===== src/rtl/prg_map_pkg.sv =====
package prg_map_pkg;
    // select-register target codes that load a bank register
    localparam int TGT_LOW = 6;
    localparam int TGT_MID = 7;
    // position of the mode bit in the select byte
    localparam int MODE_BIT = 6;
    // bytes ahead of the ROM data in the image
    localparam int HDR_BYTES     = 16;
    localparam int TRAINER_BYTES = 512;
    // 8 KB slot geometry
    localparam int SLOT_W = 13;

    typedef enum logic [1:0] {
        SLOT_LO  = 2'd0,
        SLOT_MID = 2'd1,
        SLOT_HI  = 2'd2,
        SLOT_TOP = 2'd3
    } slot_e;
endpackage


===== src/rtl/prg_reg_file.sv =====
module prg_reg_file
    import prg_map_pkg::*;
#(
    parameter int BANK_W = 9,
    parameter int DATA_W = 8,
    parameter int TGT_W  = 3
) (
    input  logic              clk,
    input  logic              rst_n,
    input  logic              wr_en,
    input  logic [2:0]        wr_region,
    input  logic              wr_odd,
    input  logic [DATA_W-1:0] wr_data,
    input  logic [BANK_W-1:0] bank_cnt,
    output logic              mode,
    output logic [BANK_W-1:0] bank_lo,
    output logic [BANK_W-1:0] bank_mid
);
    typedef struct packed {
        logic [TGT_W-1:0]  tgt;
        logic              mode;
        logic [BANK_W-1:0] lo;
        logic [BANK_W-1:0] mid;
    } regs_t;

    regs_t r_d, r_q;

    logic [BANK_W-1:0] bank_limit;
    logic [BANK_W-1:0] bank_mask;
    logic [BANK_W-1:0] masked;
    logic              in_range;
    logic              sel_wr;
    logic              dat_wr;

    assign bank_limit = bank_cnt - 1'b1;

    for (genvar i = 0; i < BANK_W; i++) begin : g_mask
        assign bank_mask[i] = |bank_limit[BANK_W-1:i];
    end

    assign in_range = (wr_region == 3'b100);
    assign sel_wr   = wr_en && in_range && !wr_odd;
    assign dat_wr   = wr_en && in_range && wr_odd;
    assign masked   = BANK_W'(wr_data) & bank_mask;

    always_comb begin
        r_d = r_q;
        if (sel_wr) begin
            r_d.tgt  = wr_data[TGT_W-1:0];
            r_d.mode = wr_data[MODE_BIT];
        end
        if (dat_wr) begin
            if (r_q.tgt == TGT_W'(TGT_LOW)) begin
                r_d.lo = masked;
            end else if (r_q.tgt == TGT_W'(TGT_MID)) begin
                r_d.mid = masked;
            end
        end
    end

    always_ff @(posedge clk) begin
        if (!rst_n) begin
            r_q.tgt  <= '0;
            r_q.mode <= 1'b0;
            r_q.lo   <= '0;
            r_q.mid  <= BANK_W'(1);
        end else begin
            r_q <= r_d;
        end
    end

    assign mode     = r_q.mode;
    assign bank_lo  = r_q.lo;
    assign bank_mid = r_q.mid;

    // a data write with a non-bank target leaves both banks untouched
    a_r7_other_target_ignored: assert property (@(posedge clk) disable iff (!rst_n)
        (dat_wr && r_q.tgt != TGT_W'(TGT_LOW) && r_q.tgt != TGT_W'(TGT_MID))
        |=> ($stable(bank_lo) && $stable(bank_mid)));

    // the mode only moves on a select write
    a_r6_mode_holds: assert property (@(posedge clk) disable iff (!rst_n)
        !sel_wr |=> $stable(mode));

    // writes outside the register range change no state
    a_r7_out_of_range_ignored: assert property (@(posedge clk) disable iff (!rst_n)
        (wr_en && !in_range) |=> ($stable(mode) && $stable(bank_lo) && $stable(bank_mid)));

    // a loaded bank never has bits above the mask
    a_r8_loaded_in_mask: assert property (@(posedge clk) disable iff (!rst_n)
        (dat_wr && r_q.tgt == TGT_W'(TGT_LOW)) |=> ((bank_lo & ~bank_mask) == '0));
endmodule


===== src/rtl/prg_slot_sel.sv =====
module prg_slot_sel
    import prg_map_pkg::*;
#(
    parameter int BANK_W = 9
) (
    input  logic              clk,
    input  logic              rst_n,
    input  logic [1:0]        slot,
    input  logic              mode,
    input  logic [BANK_W-1:0] bank_lo,
    input  logic [BANK_W-1:0] bank_mid,
    input  logic [BANK_W-1:0] bank_cnt,
    output logic [BANK_W-1:0] bank
);
    logic [BANK_W-1:0] bank_last;
    logic [BANK_W-1:0] bank_prev;

    assign bank_last = bank_cnt - BANK_W'(1);
    assign bank_prev = bank_cnt - BANK_W'(2);

    always_comb begin
        unique case (slot_e'(slot))
            SLOT_LO:  bank = mode ? bank_prev : bank_lo;
            SLOT_MID: bank = bank_mid;
            SLOT_HI:  bank = mode ? bank_lo : bank_prev;
            SLOT_TOP: bank = bank_last;
            default:  bank = bank_last;
        endcase
    end

    // the top slot reads one bank below the count
    a_r2_top_slot_last: assert property (@(posedge clk) disable iff (!rst_n)
        (slot == 2'b11) |-> (bank + BANK_W'(1) == bank_cnt));

    // the 0xA000 slot follows the middle register in either mode
    a_r5_mid_slot: assert property (@(posedge clk) disable iff (!rst_n)
        (slot == 2'b01) |-> (bank == bank_mid));

    // exactly one low slot is pinned two below the count
    a_r4_pinned_low: assert property (@(posedge clk) disable iff (!rst_n)
        ((slot == 2'b00 && mode) || (slot == 2'b10 && !mode)) |-> (bank + BANK_W'(2) == bank_cnt));
endmodule


===== src/rtl/prg_ofs_calc.sv =====
module prg_ofs_calc
    import prg_map_pkg::*;
#(
    parameter int BANK_W = 9,
    parameter int OFS_W  = 23
) (
    input  logic              hit,
    input  logic              trainer,
    input  logic [BANK_W-1:0] bank,
    input  logic [SLOT_W-1:0] inner,
    output logic [OFS_W-1:0]  ofs
);
    localparam logic [OFS_W-1:0] BASE_PLAIN = OFS_W'(HDR_BYTES);
    localparam logic [OFS_W-1:0] BASE_TRAIN = OFS_W'(HDR_BYTES + TRAINER_BYTES);

    logic [OFS_W-1:0] base;
    logic [OFS_W-1:0] raw;

    assign base = trainer ? BASE_TRAIN : BASE_PLAIN;
    assign raw  = OFS_W'({bank, inner});
    assign ofs  = hit ? (base + raw) : '0;
endmodule


===== src/rtl/prg_bank_mapper.sv =====
module prg_bank_mapper
    import prg_map_pkg::*;
#(
    parameter int HDR_CNT_W = 8,
    parameter int DATA_W    = 8,
    localparam int BANK_W   = HDR_CNT_W + 1,
    localparam int OFS_W    = BANK_W + SLOT_W + 1
) (
    input  logic                 clk,
    input  logic                 rst_n,
    input  logic [15:0]          cpu_addr,
    input  logic                 cpu_wr,
    input  logic [DATA_W-1:0]    cpu_wdata,
    input  logic [HDR_CNT_W-1:0] prg_units_16k,
    input  logic                 has_trainer,
    output logic [OFS_W-1:0]     rom_ofs,
    output logic                 rom_hit
);
    logic [BANK_W-1:0] bank_cnt;
    logic              mode;
    logic [BANK_W-1:0] bank_lo;
    logic [BANK_W-1:0] bank_mid;
    logic [BANK_W-1:0] bank_sel;

    assign bank_cnt = {prg_units_16k, 1'b0};
    assign rom_hit  = cpu_addr[15];

    prg_reg_file #(
        .BANK_W (BANK_W),
        .DATA_W (DATA_W),
        .TGT_W  (3)
    ) u_regs (
        .clk       (clk),
        .rst_n     (rst_n),
        .wr_en     (cpu_wr),
        .wr_region (cpu_addr[15:13]),
        .wr_odd    (cpu_addr[0]),
        .wr_data   (cpu_wdata),
        .bank_cnt  (bank_cnt),
        .mode      (mode),
        .bank_lo   (bank_lo),
        .bank_mid  (bank_mid)
    );

    prg_slot_sel #(
        .BANK_W (BANK_W)
    ) u_slot (
        .clk      (clk),
        .rst_n    (rst_n),
        .slot     (cpu_addr[14:13]),
        .mode     (mode),
        .bank_lo  (bank_lo),
        .bank_mid (bank_mid),
        .bank_cnt (bank_cnt),
        .bank     (bank_sel)
    );

    prg_ofs_calc #(
        .BANK_W (BANK_W),
        .OFS_W  (OFS_W)
    ) u_ofs (
        .hit     (rom_hit),
        .trainer (has_trainer),
        .bank    (bank_sel),
        .inner   (cpu_addr[SLOT_W-1:0]),
        .ofs     (rom_ofs)
    );

    // low addresses never hit and produce a zero offset
    a_r1_low_miss: assert property (@(posedge clk) disable iff (!rst_n)
        !cpu_addr[15] |-> (!rom_hit && rom_ofs == '0));

    // an in-window offset is never below the image base
    a_r9_above_base: assert property (@(posedge clk) disable iff (!rst_n)
        rom_hit |-> (rom_ofs >= OFS_W'(HDR_BYTES)));
endmodule


===== config.mk =====
export PLATFORM = sky130hd
export DESIGN_NAME = prg_bank_mapper
export DESIGN_NICKNAME = d
export VERILOG_FILES = /design/src/rtl/prg_map_pkg.sv /design/src/rtl/prg_reg_file.sv /design/src/rtl/prg_slot_sel.sv /design/src/rtl/prg_ofs_calc.sv /design/src/rtl/prg_bank_mapper.sv
export SDC_FILE = /design/constraint.sdc
export NUM_CORES = 1
export LEC_CHECK = 0
export ABC_AREA = 1
export BUFFER_PORTS_ARGS = -buffer_cell sky130_fd_sc_hd__buf_2
export CAP_MARGIN = 5
export CORE_ASPECT_RATIO = 1.1
export CORE_MARGIN = 5
export CORE_UTILIZATION = 47
export CTS_CLUSTER_SIZE = 28
export DETAILED_ROUTE_END_ITERATION = 12
export PLACE_DENSITY = 0.77
export SLEW_MARGIN = 20
export SYNTH_ARGS = -nofsm -noshare
export SYNTH_HDL_FRONTEND = slang
export SYNTH_SLANG_ARGS = --single-unit

===== constraint.sdc =====
create_clock -name clk -period 1.5 [get_ports clk]
set_clock_uncertainty 0.2 [all_clocks]
set_input_delay 0 -clock clk [delete_from_list [all_inputs] [get_ports clk]]
set_output_delay 0 -clock clk [all_outputs]
set_load 0.005 [all_outputs]

==> impl_metrics.json <==
{
  "clock-root-buffer": "clkbuf_8",
  "post_drt_wl_per_cell_um": 12.3,
  "synth_warnings": 0,
  "drtAntennaViolNets": 0,
  "slew_headroom_pct": 79.9,
  "rr_endpoint": "u_regs.bank_mid[1]$_SDFFE_PN0P_",
  "synth_common_cells": "92 x nand2_1, 41 x a21oi_1, 34 x inv_1",
  "dr.pass1.iters": 4,
  "p_leak_nw": 1.50,
  "synth-edff-count": 0,
  "period_minus_slack_ns": 1.98,
  "dieArea_um2": 5590,
  "synth.ff_latch_count": 20,
  "setup_slack_ns": -0.475,
  "cts_tree": "done",
  "path_max_fanout": 6,
  "syn_nets": 372,
  "die_w_um": 71.7,
  "initial_core_util_pct": 48.9,
  "h-tree-depth": 1,
  "crit_arrival_ns": 1.78,
  "timing.final.setup_violations": 10,
  "slew_violations": 0,
  "yosysSeqAreaShare_pct": 20.3,
  "hold_viol": 0,
  "core_um2": 4020,
  "postLayoutCellArea_um2": 2990,
  "max_freq_mhz": 506,
  "gp_congestion": 0.916,
  "hold_start": "cpu_addr[0]",
  "dp_slack_ns": -0.360,
  "crit_required_ns": 1.30,
  "drtIter0Drc": 124,
  "synth_top_flop_cell": "dfxtp_1",
  "grt-ovfl-total": 0,
  "dp_hpwl_um": 4610,
  "criticalPathCategory": "register to output port",
  "grt_max_degree": 21,
  "min_delay_worst_endpoint": "u_regs.mode$_SDFFE_PN0P_",
  "drive_gt1_share_pct": 41.4,
  "timing.max_cap.violations": 0,
  "critPathLaunchType": "register",
  "vias": 2481,
  "ys_types": 38,
  "r2r_slack_ns": 0.19,
  "synth_top_area_share_pct": 20.3,
  "diodes": 0,
  "whs_path_depth": 4,
  "tightest_slew_ns": 0.301,
  "io_pins": 60,
  "grt_pass1_vias": 2308,
  "synth_area_leaders": "dfxtp_1 20%, nand2_1 18%, a21oi_1 10%",
  "yosysTopAreaCell": "dfxtp_1",
  "report.power.total_mw": 1.54,
  "cts.sinks": 20,
  "via_per_inst": 4.97,
  "cts_inserted_buffers": 3,
  "postRouteWirelength_um": 6120,
  "antenna_found_initial": 0,
  "die_h_um": 77.9,
  "ir_worst_vdd_v": 0.000627,
  "status": "finished, violations left",
  "place_area_um2": 2620,
  "powerDensity_nw_per_um2": 516,
  "grt_pass1_wl_um": 9740,
  "clk_pin_slew_ns": 0.07,
  "ff2ff_path_depth": 5,
  "fp-row-count": 24,
  "worstReg2RegStart": "u_regs.r_q[21]$_SDFFE_PN0P_",
  "avgSynthCellArea_um2": 5.91,
  "clkLatencyLatePin_ns": 0.26,
  "area_growth_pct": 51.7,
  "synth_most_common_cell": "nand2_1",
  "ys_async_sr_fraction_pct": 0,
  "track_usage_pct": 20.8,
  "rsz0062_at_grt": "yes",
  "violations": "setup timing",
  "syn_area_um2": 1970,
  "finalCritPeriodShare_pct": 132,
  "cp-end-kind": "output port",
  "synthCells": 333,
  "layout.nets": 487,
  "hold_class": "input pin to register",
  "drc_errors": 0,
  "cts_buffer_depth": 2,
  "portBuffers": 59
}
[per-stage QoR]
step	util (%)	hold WS (ns)	setup TNS (ns)	instances
after global placement	65.1	0.0450	-4.45	477
after global routing	74.3	0.0538	-5.10	499
after CTS	71.9	0.0253	-3.93	496
after floorplan	-	-0.169	-0.0306	333
after detailed placement	65.1	0.0499	-5.40	477
final	74.3	0.0302	-4.20	499
[worst max-delay path by stage]
stage	from	end	slack, ns	cells after the start
detailed placement	u_regs.mode$_SDFFE_PN0P_	rom_ofs[20]	-0.36	12
CTS	u_regs.mode$_SDFFE_PN0P_	rom_ofs[19]	-0.46	13
floorplan	prg_units_16k[0]	rom_ofs[19]	-0.02	15
global route	u_regs.mode$_SDFFE_PN0P_	rom_ofs[19]	-0.58	13
finish	u_regs.mode$_SDFFE_PN0P_	rom_ofs[17]	-0.48	10
global placement	u_regs.mode$_SDFFE_PN0P_	rom_ofs[20]	-0.31	12
[timing repair]
| item | 4_1_cts | 5_1_grt |
|---|---|---|
| setup endpoints to repair | 10 | 23 |
| resized for setup | 29 | 22 |
| setup buffers | 6 | 3 |
| hold buffers | 9 | 0 |
| pin swaps | 21 | 15 |
| hold endpoints to repair | 20 | 0 |
[final cells by class]
class                      count  area (um^2)
timing repair buffer         123          837
sequential                    20          404
inverter                      39          159
fill                         336         1040
multi-input combinational    261         1470
tap                           52         65.1
clock buffer                   4         55.1
[cells by family (layout without fill, tap and decap cells)]
kind of cell    count (synthesis)  in the layout  synth area share (%)
simple gates                  182            182                  44.4
compound gates                 72             72                  18.7
buf+inv                        52            166                  12.9
flops                          20             20                  20.3
xor+xnor                        4              4                  1.78
fa+ha+maj                       3              3                  1.91
[layout by cell type, fill, tap and decap left out, types with 2 or more instances in the layout]
master	Yosys	final
a21oi_1	41	38
a21oi_2	0	3
buf_2	2	59
buf_4	6	47
buf_6	2	7
clkbuf_8	0	4
dfxtp_1	20	19
dlygate4sd3_1	0	9
ha_4	0	2
inv_1	34	31
inv_2	2	5
inv_6	1	2
nand2_1	92	75
nand2_2	8	24
nand2_4	1	2
nand3_1	23	19
nand3_2	3	7
nand4_1	3	3
nor2_1	32	28
nor2_2	3	3
nor2_4	3	7
nor3_1	4	4
nor3_2	2	2
o21ai_0	27	25
o21ai_1	1	2
or2_1	2	2
xnor2_1	2	2
[power breakdown]
| group | total, mW | leakage [nW] | internal [mW] | switching, mW |
|---|---|---|---|---|
| clock network | 0.405 | 0.0288 | 0.234 | 0.171 |
| registers | 0.534 | 0.162 | 0.532 | 0.00260 |
| logic | 0.601 | 1.31 | 0.282 | 0.319 |
| total | 1.54 | 1.50 | 1.05 | 0.493 |
[flip-flops by register name, summed over array words and instances, names as in the netlist]
name             flops
u_regs.bank_lo       8
u_regs.bank_mid      8
u_regs.r_q           3
u_regs.mode          1
[critical path, cell delays in order, from the launching register on]
cell	delay (ns)
dfxtp_4	0.40
buf_6	0.13
buf_6	0.12
nand3_2	0.08
nand2_2	0.09
nand4_4	0.12
nand3_4	0.13
buf_4	0.11
o21ai_1	0.06
a21oi_1	0.14
buf_2	0.14
[metal layers]
metal  up-vias  wire length, um  global-route usage, %
li1       1307                -                      -
met1      1081             2580                   25.2
met2        84             3090                   38.0
met3         9              363                   2.58
met4         0               79                   6.02
met5         -                0                      0
(Power assumes the default switching activity.)
